==> src/rtl/sws_pkg.sv <==
package sws_pkg;

    typedef enum logic [2:0] {
        ST_RUN,
        ST_DOZE,
        ST_OSC,
        ST_RESUME,
        ST_VECTOR
    } sws_state_t;

    localparam logic [1:0] OSC_LP = 2'd0;
    localparam logic [1:0] OSC_XT = 2'd1;
    localparam logic [1:0] OSC_HS = 2'd2;
    localparam logic [1:0] OSC_RC = 2'd3;

endpackage

==> src/rtl/sws_qphase.sv <==
module sws_qphase #(
    parameter int PHASES = 4
) (
    input  logic              clk,
    input  logic              rst_n,
    input  logic              advance,
    output logic [PHASES-1:0] q_stb,
    output logic              last_q
);
    localparam int QW = (PHASES > 1) ? $clog2(PHASES) : 1;
    localparam logic [QW-1:0] QLAST = QW'(PHASES - 1);

    logic [QW-1:0] qcnt;

    always_ff @(posedge clk or negedge rst_n) begin
        if (!rst_n) begin
            qcnt <= '0;
        end else if (advance) begin
            qcnt <= (qcnt == QLAST) ? '0 : qcnt + 1'b1;
        end
    end

    always_comb begin
        q_stb = '0;
        if (advance) begin
            q_stb[qcnt] = 1'b1;
        end
        last_q = advance && (qcnt == QLAST);
    end

    a_r1_phase_onehot: assert property (@(posedge clk) disable iff (!rst_n)
        $onehot0(q_stb));

    a_r1_phase_wraps: assert property (@(posedge clk) disable iff (!rst_n)
        (last_q && advance) |=> (qcnt == '0));

endmodule

==> src/rtl/sws_ost_timer.sv <==
module sws_ost_timer #(
    parameter int LIMIT = 1024
) (
    input  logic clk,
    input  logic rst_n,
    input  logic load,
    input  logic run,
    output logic done
);
    localparam int CW = $clog2(LIMIT) + 1;
    localparam logic [CW-1:0] CLAST = CW'(LIMIT - 1);

    logic [CW-1:0] cnt;

    always_ff @(posedge clk or negedge rst_n) begin
        if (!rst_n) begin
            cnt <= '0;
        end else if (load) begin
            cnt <= '0;
        end else if (run && !done) begin
            cnt <= cnt + 1'b1;
        end
    end

    assign done = run && (cnt == CLAST);

    a_r5_counts_up: assert property (@(posedge clk) disable iff (!rst_n)
        (run && !done && !load) |=> (cnt == $past(cnt) + 1'b1));

    a_r5_load_clears: assert property (@(posedge clk) disable iff (!rst_n)
        load |=> (cnt == '0));

endmodule

==> src/rtl/sws_int_flag.sv <==
module sws_int_flag (
    input  logic clk,
    input  logic rst_n,
    input  logic pin,
    input  logic clr,
    output logic flag
);
    logic pin_d;
    logic rise;

    assign rise = pin && !pin_d;

    always_ff @(posedge clk or negedge rst_n) begin
        if (!rst_n) begin
            pin_d <= 1'b0;
            flag  <= 1'b0;
        end else begin
            pin_d <= pin;
            if (rise) begin
                flag <= 1'b1;
            end else if (clr) begin
                flag <= 1'b0;
            end
        end
    end

    a_r3_edge_sets: assert property (@(posedge clk) disable iff (!rst_n)
        rise |=> flag);

    a_r3_sticky: assert property (@(posedge clk) disable iff (!rst_n)
        (flag && !clr) |=> flag);

    a_r3_clear: assert property (@(posedge clk) disable iff (!rst_n)
        (clr && !rise) |=> !flag);

endmodule

==> src/rtl/sws_sleep_wake.sv <==
module sws_sleep_wake
    import sws_pkg::*;
#(
    parameter int PC_W        = 13,
    parameter int OST_PERIODS = 1024,
    parameter int INT_VEC     = 4,
    parameter int RESET_PC    = 0
) (
    input  logic            clk,
    input  logic            rst_n,
    input  logic            sleep_req,
    input  logic            int_pin,
    input  logic            int_clr,
    input  logic            gie,
    input  logic [1:0]      osc_mode,
    output logic [3:0]      q_stb,
    output logic [PC_W-1:0] pc,
    output logic            fetch_stb,
    output logic            exec_stb,
    output logic            push_vld,
    output logic [PC_W-1:0] push_addr,
    output logic            gie_clr,
    output logic            int_flag
);
    localparam logic [PC_W-1:0] VEC_ADDR = PC_W'(INT_VEC);
    localparam logic [PC_W-1:0] RST_ADDR = PC_W'(RESET_PC);

    sws_state_t      state_q;
    sws_state_t      state_d;
    logic            active;
    logic            asleep;
    logic            last_q;
    logic            crystal;
    logic            sleep_go;
    logic            ost_done;
    logic [PC_W-1:0] pc_q;
    logic [PC_W-1:0] ret_q;

    assign active   = (state_q == ST_RUN) || (state_q == ST_RESUME) || (state_q == ST_VECTOR);
    assign asleep   = (state_q == ST_DOZE) || (state_q == ST_OSC);
    assign crystal  = (osc_mode != OSC_RC);
    assign sleep_go = (state_q == ST_RUN) && last_q && sleep_req && !int_flag;

    sws_qphase #(.PHASES(4)) i_qphase (
        .clk     (clk),
        .rst_n   (rst_n),
        .advance (active),
        .q_stb   (q_stb),
        .last_q  (last_q)
    );

    sws_ost_timer #(.LIMIT(OST_PERIODS)) i_ost (
        .clk   (clk),
        .rst_n (rst_n),
        .load  (sleep_go),
        .run   (state_q == ST_OSC),
        .done  (ost_done)
    );

    sws_int_flag i_flag (
        .clk   (clk),
        .rst_n (rst_n),
        .pin   (int_pin),
        .clr   (int_clr),
        .flag  (int_flag)
    );

    // next-state logic
    always_comb begin
        state_d = state_q;
        unique case (state_q)
            ST_RUN: begin
                if (sleep_go) state_d = ST_DOZE;
            end
            ST_DOZE: begin
                if (int_flag) state_d = crystal ? ST_OSC : ST_RESUME;
            end
            ST_OSC: begin
                if (ost_done) state_d = ST_RESUME;
            end
            ST_RESUME: begin
                if (last_q) state_d = gie ? ST_VECTOR : ST_RUN;
            end
            ST_VECTOR: begin
                if (last_q) state_d = ST_RUN;
            end
            default: state_d = ST_RUN;
        endcase
    end

    // state register
    always_ff @(posedge clk or negedge rst_n) begin
        if (!rst_n) begin
            state_q <= ST_RUN;
        end else begin
            state_q <= state_d;
        end
    end

    // program counter and return address
    always_ff @(posedge clk or negedge rst_n) begin
        if (!rst_n) begin
            pc_q  <= RST_ADDR;
            ret_q <= '0;
        end else if (active && last_q) begin
            if (state_q == ST_RESUME) begin
                ret_q <= pc_q;
                pc_q  <= gie ? VEC_ADDR : pc_q + 1'b1;
            end else begin
                pc_q  <= pc_q + 1'b1;
            end
        end
    end

    // outputs
    always_comb begin
        pc        = pc_q;
        push_addr = ret_q;
        fetch_stb = active && q_stb[0];
        exec_stb  = active && q_stb[0] && (state_q != ST_VECTOR);
        push_vld  = (state_q == ST_VECTOR) && q_stb[0];
        gie_clr   = (state_q == ST_VECTOR) && q_stb[0];
    end

    a_r2_quiet_asleep: assert property (@(posedge clk) disable iff (!rst_n)
        asleep |-> (q_stb == '0 && !fetch_stb && !exec_stb));

    a_r2_pc_frozen: assert property (@(posedge clk) disable iff (!rst_n)
        (asleep && $past(asleep)) |-> $stable(pc_q));

    a_r4_stays_asleep: assert property (@(posedge clk) disable iff (!rst_n)
        (state_q == ST_DOZE && !int_flag) |=> (state_q == ST_DOZE));

    a_r6_rc_no_hold: assert property (@(posedge clk) disable iff (!rst_n)
        (state_q == ST_DOZE && int_flag && osc_mode == OSC_RC) |=> (state_q == ST_RESUME));

    a_r5_hold_crystal: assert property (@(posedge clk) disable iff (!rst_n)
        (state_q == ST_DOZE && int_flag && osc_mode != OSC_RC) |=> (state_q == ST_OSC));

    a_r8_push_at_vector: assert property (@(posedge clk) disable iff (!rst_n)
        push_vld |-> (pc_q == VEC_ADDR && !exec_stb && gie_clr));

    a_r10_noop_sleep: assert property (@(posedge clk) disable iff (!rst_n)
        (state_q == ST_RUN && last_q && sleep_req && int_flag) |=> (state_q == ST_RUN));

endmodule

==> config.mk <==
export PLATFORM = sky130hd
export DESIGN_NAME = sws_sleep_wake
export DESIGN_NICKNAME = d
export VERILOG_FILES = /design/src/rtl/sws_pkg.sv /design/src/rtl/sws_qphase.sv /design/src/rtl/sws_ost_timer.sv /design/src/rtl/sws_int_flag.sv /design/src/rtl/sws_sleep_wake.sv
export SDC_FILE = /design/constraint.sdc
export NUM_CORES = 1
export LEC_CHECK = 0
export ABC_AREA = 1
export ABC_CLOCK_PERIOD_IN_PS = 4300
export BUFFER_PORTS_ARGS = -buffer_cell sky130_fd_sc_hd__buf_2
export CAP_MARGIN = 5
export CORE_MARGIN = 8
export CORE_UTILIZATION = 60
export CTS_CLUSTER_SIZE = 25
export DETAILED_ROUTE_END_ITERATION = 8
export GPL_TIMING_DRIVEN = 0
export PLACE_DENSITY = 0.81
export SLEW_MARGIN = 10
export SYNTH_ARGS = -nofsm -noshare
export SYNTH_HDL_FRONTEND = slang
export SYNTH_HIERARCHICAL = 1
export SYNTH_SLANG_ARGS = --single-unit
==> constraint.sdc <==
create_clock -name clk -period 4.3 [get_ports clk]
set_input_delay 0.43 -clock clk [delete_from_list [all_inputs] [get_ports clk]]
set_output_delay 0.43 -clock clk [all_outputs]
set_load 0.03 [all_outputs]
Word level (Yosys, flattened, before mapping)
Index checks and enable logic that the tools add are counted.
{"block": "classes", "n_addsub": 3, "magnitude_cmp": 2, "n_eq_ne": 13, "mux": 18, "n_reduce_logical": 22}
{"cell": "$mux W13", "count": 2}
{"cell": "$mux W11", "count": 2}
{"cell": "$mux W3", "count": 6}
{"cell": "$pmux W3 S5", "count": 1}
{"cell": "$add A13 B1 Y13 const B", "count": 1}
{"cell": "$logic_and A1 B1 Y1", "count": 12}
{"cell": "$add A11 B1 Y11 const B", "count": 1}
{"cell": "$eq A11 B10 Y1 const B", "count": 1}
{"cell": "$ne A2 B2 Y1 const B", "count": 4}
{"cell": "$eq A3 B2 Y1 const B", "count": 2}
{"cell": "$reduce_and A5 Y1", "count": 1}
{"cell": "$mux W1", "count": 4}
{"cell": "$mux W4", "count": 1}
{"cell": "$ne A2 B1 Y1 const B", "count": 2}
{"cell": "$reduce_bool A2 Y1", "count": 2}
{"cell": "$eq A3 B1 Y1 const B", "count": 1}
{"cell": "$eq A3 B3 Y1 const B", "count": 1}
{"cell": "$logic_not A1 Y1", "count": 3}
{"cell": "$logic_not A3 Y1", "count": 1}
{"cell": "$lt A2 B3 Y1 const B", "count": 1}
{"cell": "$ne A3 B3 Y1 const B", "count": 1}
{"cell": "$add A2 B1 Y2 const B", "count": 1}
{"cell": "$demux W1 S2", "count": 1}
{"cell": "$eq A2 B2 Y1 const B", "count": 1}
{"cell": "other kinds (4)", "count": 5}
{"block": "totals", "register_bits": 44, "in_bits": 8, "output_inout_bits": 35, "wordCells": 65}

Logic depth before layout (Yosys ltp)
{"block": "logic_depth", "ltp_word": 9, "depth_mapped": 13, "mapped_depth_nobuf": 12}

Hierarchy
Netlist, hierarchy kept.
{"module": "sws_sleep_wake", "n_inst": 1, "cells_each": 186, "area_per_inst_um2": 1467.7}
{"module": "sws_ost_timer", "n_inst": 1, "cells_each": 100, "area_per_inst_um2": 728.2}
{"module": "sws_qphase", "n_inst": 1, "cells_each": 25, "area_per_inst_um2": 177.7}
{"module": "sws_int_flag", "n_inst": 1, "cells_each": 7, "area_per_inst_um2": 68.8}

Worst setup path before layout
Ideal clock, no wire load.
{"block": "synth_path", "path_kind": "reg2out", "from": "register state_q[0]", "to": "output port push_vld", "arrival_ns": 1.973, "t_required_ns": 3.870, "path_slack_ns": 1.897, "stages_incl_launch_ff": 10, "n_path_buf": 2, "path_cell_list": "dfrtp_1 inv_1 nand2_2 o21ai_4 clkbuf_2 nand2_1 inv_1 inv_1 nor2_1 buf_4"}
{"block": "synth_via", "elab_chain_cells": 5}
{"element": "start: declaration", "line_no": "sws_sleep_wake.sv:28", "source": "sws_state_t state_q;"}
{"element": "start signal: assignment", "line_no": "sws_sleep_wake.sv:96", "source": "state_q <= state_d;"}
{"element": "$eq A3 B2 Y1 / $logic_not A3 Y1 (equally long branches)", "line_no": "sws_sleep_wake.sv:39", "source": "assign active = (state_q == ST_RUN) || (state_q == ST_RESUME) || (state_q == ST_VECTOR);"}
{"element": "$logic_or A1 B1 Y1", "line_no": "sws_sleep_wake.sv:39"}
{"element": "$logic_or A1 B1 Y1 (*)", "line_no": "sws_sleep_wake.sv:39"}
{"element": "via active", "line_no": "sws_sleep_wake.sv:30", "source": "logic active;"}
{"element": "$mux W4 (*)", "line_no": "sws_qphase.sv:25", "source": "if (advance) begin"}
{"element": "via q_stb[0]", "line_no": "sws_sleep_wake.sv:16", "source": "output logic [3:0] q_stb,"}
{"element": "$logic_and A1 B1 Y1 (*)"}
{"element": "end: declaration", "line_no": "sws_sleep_wake.sv:20", "source": "output logic push_vld,"}
Mark *: on every way through the listed nets, which the timed path passes. The rest lies on a longest branch.

Worst setup path in the final report
{"block": "layout_path", "from": "register state_q[0]", "to": "register i_ost.cnt[7]"}
{"block": "layout_via", "elab_chain_cells": 8}
{"element": "$eq A3 B2 Y1 / $logic_not A3 Y1 (equally long branches)", "line_no": "sws_sleep_wake.sv:39"}
{"element": "$logic_or A1 B1 Y1", "line_no": "sws_sleep_wake.sv:39"}
{"element": "$logic_or A1 B1 Y1 (*)", "line_no": "sws_sleep_wake.sv:39"}
{"element": "via active", "line_no": "sws_sleep_wake.sv:30"}
{"element": "$logic_and A1 B1 Y1 (*)", "line_no": "sws_qphase.sv:28", "source": "last_q = advance && (qcnt == QLAST);"}
{"element": "via last_q", "line_no": "sws_sleep_wake.sv:32", "source": "logic last_q;"}
{"element": "$logic_and A1 B1 Y1 (*) (3 in series)", "line_no": "sws_sleep_wake.sv:42", "source": "assign sleep_go = (state_q == ST_RUN) && last_q && sleep_req && !int_flag;"}
{"element": "via sleep_go", "line_no": "sws_sleep_wake.sv:34", "source": "logic sleep_go;"}
{"element": "$mux W11 / $reduce_bool A2 Y1 (equally long branches)"}
{"element": "end signal: assignment", "line_no": "sws_ost_timer.sv:21", "source": "cnt <= cnt + 1'b1;"}
{"element": "end: declaration", "line_no": "sws_ost_timer.sv:13", "source": "logic [CW-1:0] cnt;"}
Marks and branches as above.
A chain may end at the register's enable or synchronous reset.

==> metrics.cfg <==
[run_status]
status = completed

[yosys]
syn_area_per_cell_um2 = 7.68
yosys_warnings = 6
ys_ff_latch = 44
synth.distinct_cells = 28
synthArstFlopShare = 1.00
synthFlopType = dfrtp_1
netlist_area_um2 = 2440
synth_top_area_cell = dfrtp_1
syn_inst = 318
synth_nets = 332
yosysSeqAreaShare = 0.451
synth_top_area_frac = 0.451
synth_edf_count = 0
netlist_top_cells_area = dfrtp_1 (45%), nand2_1 (13%), nand3_1 (6.6%)

[cts]
cts_tree = done
post_cts_resized = 0
cts-hold-fix-buffers = 0
clock_path_buffers = 2
htreeDepth = 2
clkTransAtPathRegs_ns = 0.08
clock_latency_ns = 0.31
cts.sinks = 44
root_buffer = clkbuf_8
cts_setup_buffers = 0
cts_inserted_buffers = 5

[drt]
drc = 0
wl_um = 5440
first_pass_iters = 4
drt_iter0_drc = 165
vias = 2185
antenna_left = 0
wl_per_cell_um = 13.0
via_per_inst = 5.23

[timing]
finalSetupViolCount = 0
whs_ns = 0.249
fin_crit_ns = 2.89
slew_violations = 0
setup_ws_ns = 1.41
skew_ns = 0.0112
worstMarginPinSlew_ns = 0.955
relSlewSlack = 0.363
tns_ns = 0
min_period_over_period = 0.673
rsz0062_at_grt = false
max_freq_mhz = 346
final-hold-violation-count = 0

[worst_setup_path]
path_class = flop to flop
max_stage_delay_ns = 0.47
path_buf_inv = 5
cp_max_fo = 10
endpoint_kind = flop
slowest_stage = nor3_1
path_cells = inv_1 -> nand2_2 -> o21ai_4 -> clkbuf_2 -> nand2_1 -> inv_1 -> nand3_1 -> nor3_1 -> clkinv_1 -> buf_2 -> nand3_1 -> nand2_1
cp_top_family = buffers and inverters
start_kind = flop
worstPathRequired_ns = 4.50
arrival_ns = 3.09

[placed_design]
dp_hpwl_um = 3810
port-buffer-count = 42
place.gp.congestion = 0.903
dp_worst_setup_slack_ns = 1.53

[cells_and_area]
final_cell_mix = nand2_1 (84), dfrtp_1 (44), buf_2 (43)
syn2layout_area_growth_pct = 16.1
layout.nets = 381
layout_commonest_cell = nand2_1
n_antenna_cell = 0
drive_above_1_share = 0.217

[pwr]
fin_total_pwr_mw = 1.66
ir_drop_v = 0.000393
power_leakage_nw = 1.59
p_per_area_nw_per_um2 = 584

[floorplan]
die_area_um2 = 6370
dieHeight_um = 79.8
die_w_um = 79.8
placeableCoreArea_um2 = 3970
rows = 23
initial_core_util = 0.615
ioPinCount = 43

[global_routing]
grt_max_degree = 45
grt_pass1_vias = 2052
antenna_found_initial = 0
gr-usage-all-layers = 0.178
grt_pass1_wl_um = 9090
overflow = 0

[flow_run]
maxCapViolations = 0

[min_path]
hold_class = input port to flop

[layer usage]
layer  global-route usage  share of wire  vias to the layer above
met1                0.221           0.46                     1002
met5                    0              0                        -
met3               0.0462          0.067                        7
li1                     -              -                     1108
met2                0.284           0.46                       68
met4               0.0800          0.012                        0
[cell usage after synthesis, types with 2 or more instances]
library cell  number
clkbuf_2           2
nor2_1            37
a21oi_1           10
nand2_2            4
inv_2              3
nand3_1           32
nor3b_1            2
o21ai_1            3
nor2_2             2
buf_6              2
ha_1               6
dfrtp_1           44
nand2_1           84
nand4_1            5
nor2_4             3
o21ai_0           19
inv_1             40
nand2_4            3
buf_4              3
mux2_2             4
nor3_1             3
[worst paths after layout]
path | start | endpoint | slack (ns) | cells past startpoint
worst max-delay path | state_q[0]$_DFFE_PN0P_ | i_ost/cnt[7]$_DFFE_PN0P_ | 1.41 | 12
worst min-delay path | int_pin | i_flag/pin_d$_DFF_PN0_ | 0.25 | 1
max in group asynchronous | rst_n | i_flag/flag$_DFFE_PN0P_ | 3.44 | 1
worst max register to register | state_q[0]$_DFFE_PN0P_ | i_ost/cnt[7]$_DFFE_PN0P_ | 1.41 | 12
worst min register to register | push_addr[10]$_DFFE_PN0P_ | push_addr[10]$_DFFE_PN0P_ | 0.48 | 2
min in group asynchronous | rst_n | push_addr[3]$_DFFE_PN0P_ | 0.27 | 1
[registers in the layout, summed over array words and instances, names as in the netlist]
signal / flops
push_addr: 13
i_qphase/qcnt: 2
i_flag/flag: 1
pc: 13
i_ost/cnt: 11
i_flag/pin_d: 1
state_q: 3
[per-stage QoR]
stage,area (um^2),utilization,cells
finish,2840,0.714,418
global placement,2720,0.684,410
floorplan,2440,-,318
global route,2840,0.714,418
CTS,2840,0.714,418
detailed placement,2720,0.684,410
[kinds of logic (layout without fill, tap and decap cells)]
logic type / Yosys count / in the layout / share of synthesized area
buffers and inverters: 53 / 103 / 0.0948
AO/OA/AOI/OAI: 35 / 35 / 0.0784
adder cells (fa/ha/maj): 6 / 6 / 0.0307
multiplexers: 4 / 4 / 0.0184
flip-flops: 44 / 44 / 0.451
AND/OR/NAND/NOR: 176 / 176 / 0.327
[where the power goes]
part	internal, mW	switching, mW
Sequential	0.513	0.0942
Combinational	0.218	0.494
Clock	0.190	0.147
Total	0.921	0.735
[final cells by class]
| cell class | count | area [um^2] |
|---|---|---|
| buffer | 8 | 60.1 |
| inverter | 45 | 171 |
| tap | 50 | 62.6 |
| fill | 326 | 1130 |
| timing repair buffer | 42 | 210 |
| multi-input combinational | 221 | 1110 |
| clock buffer | 6 | 82.6 |
| sequential | 44 | 1100 |
| clock inverter | 2 | 38.8 |
Power figures use the tool's default switching activity.
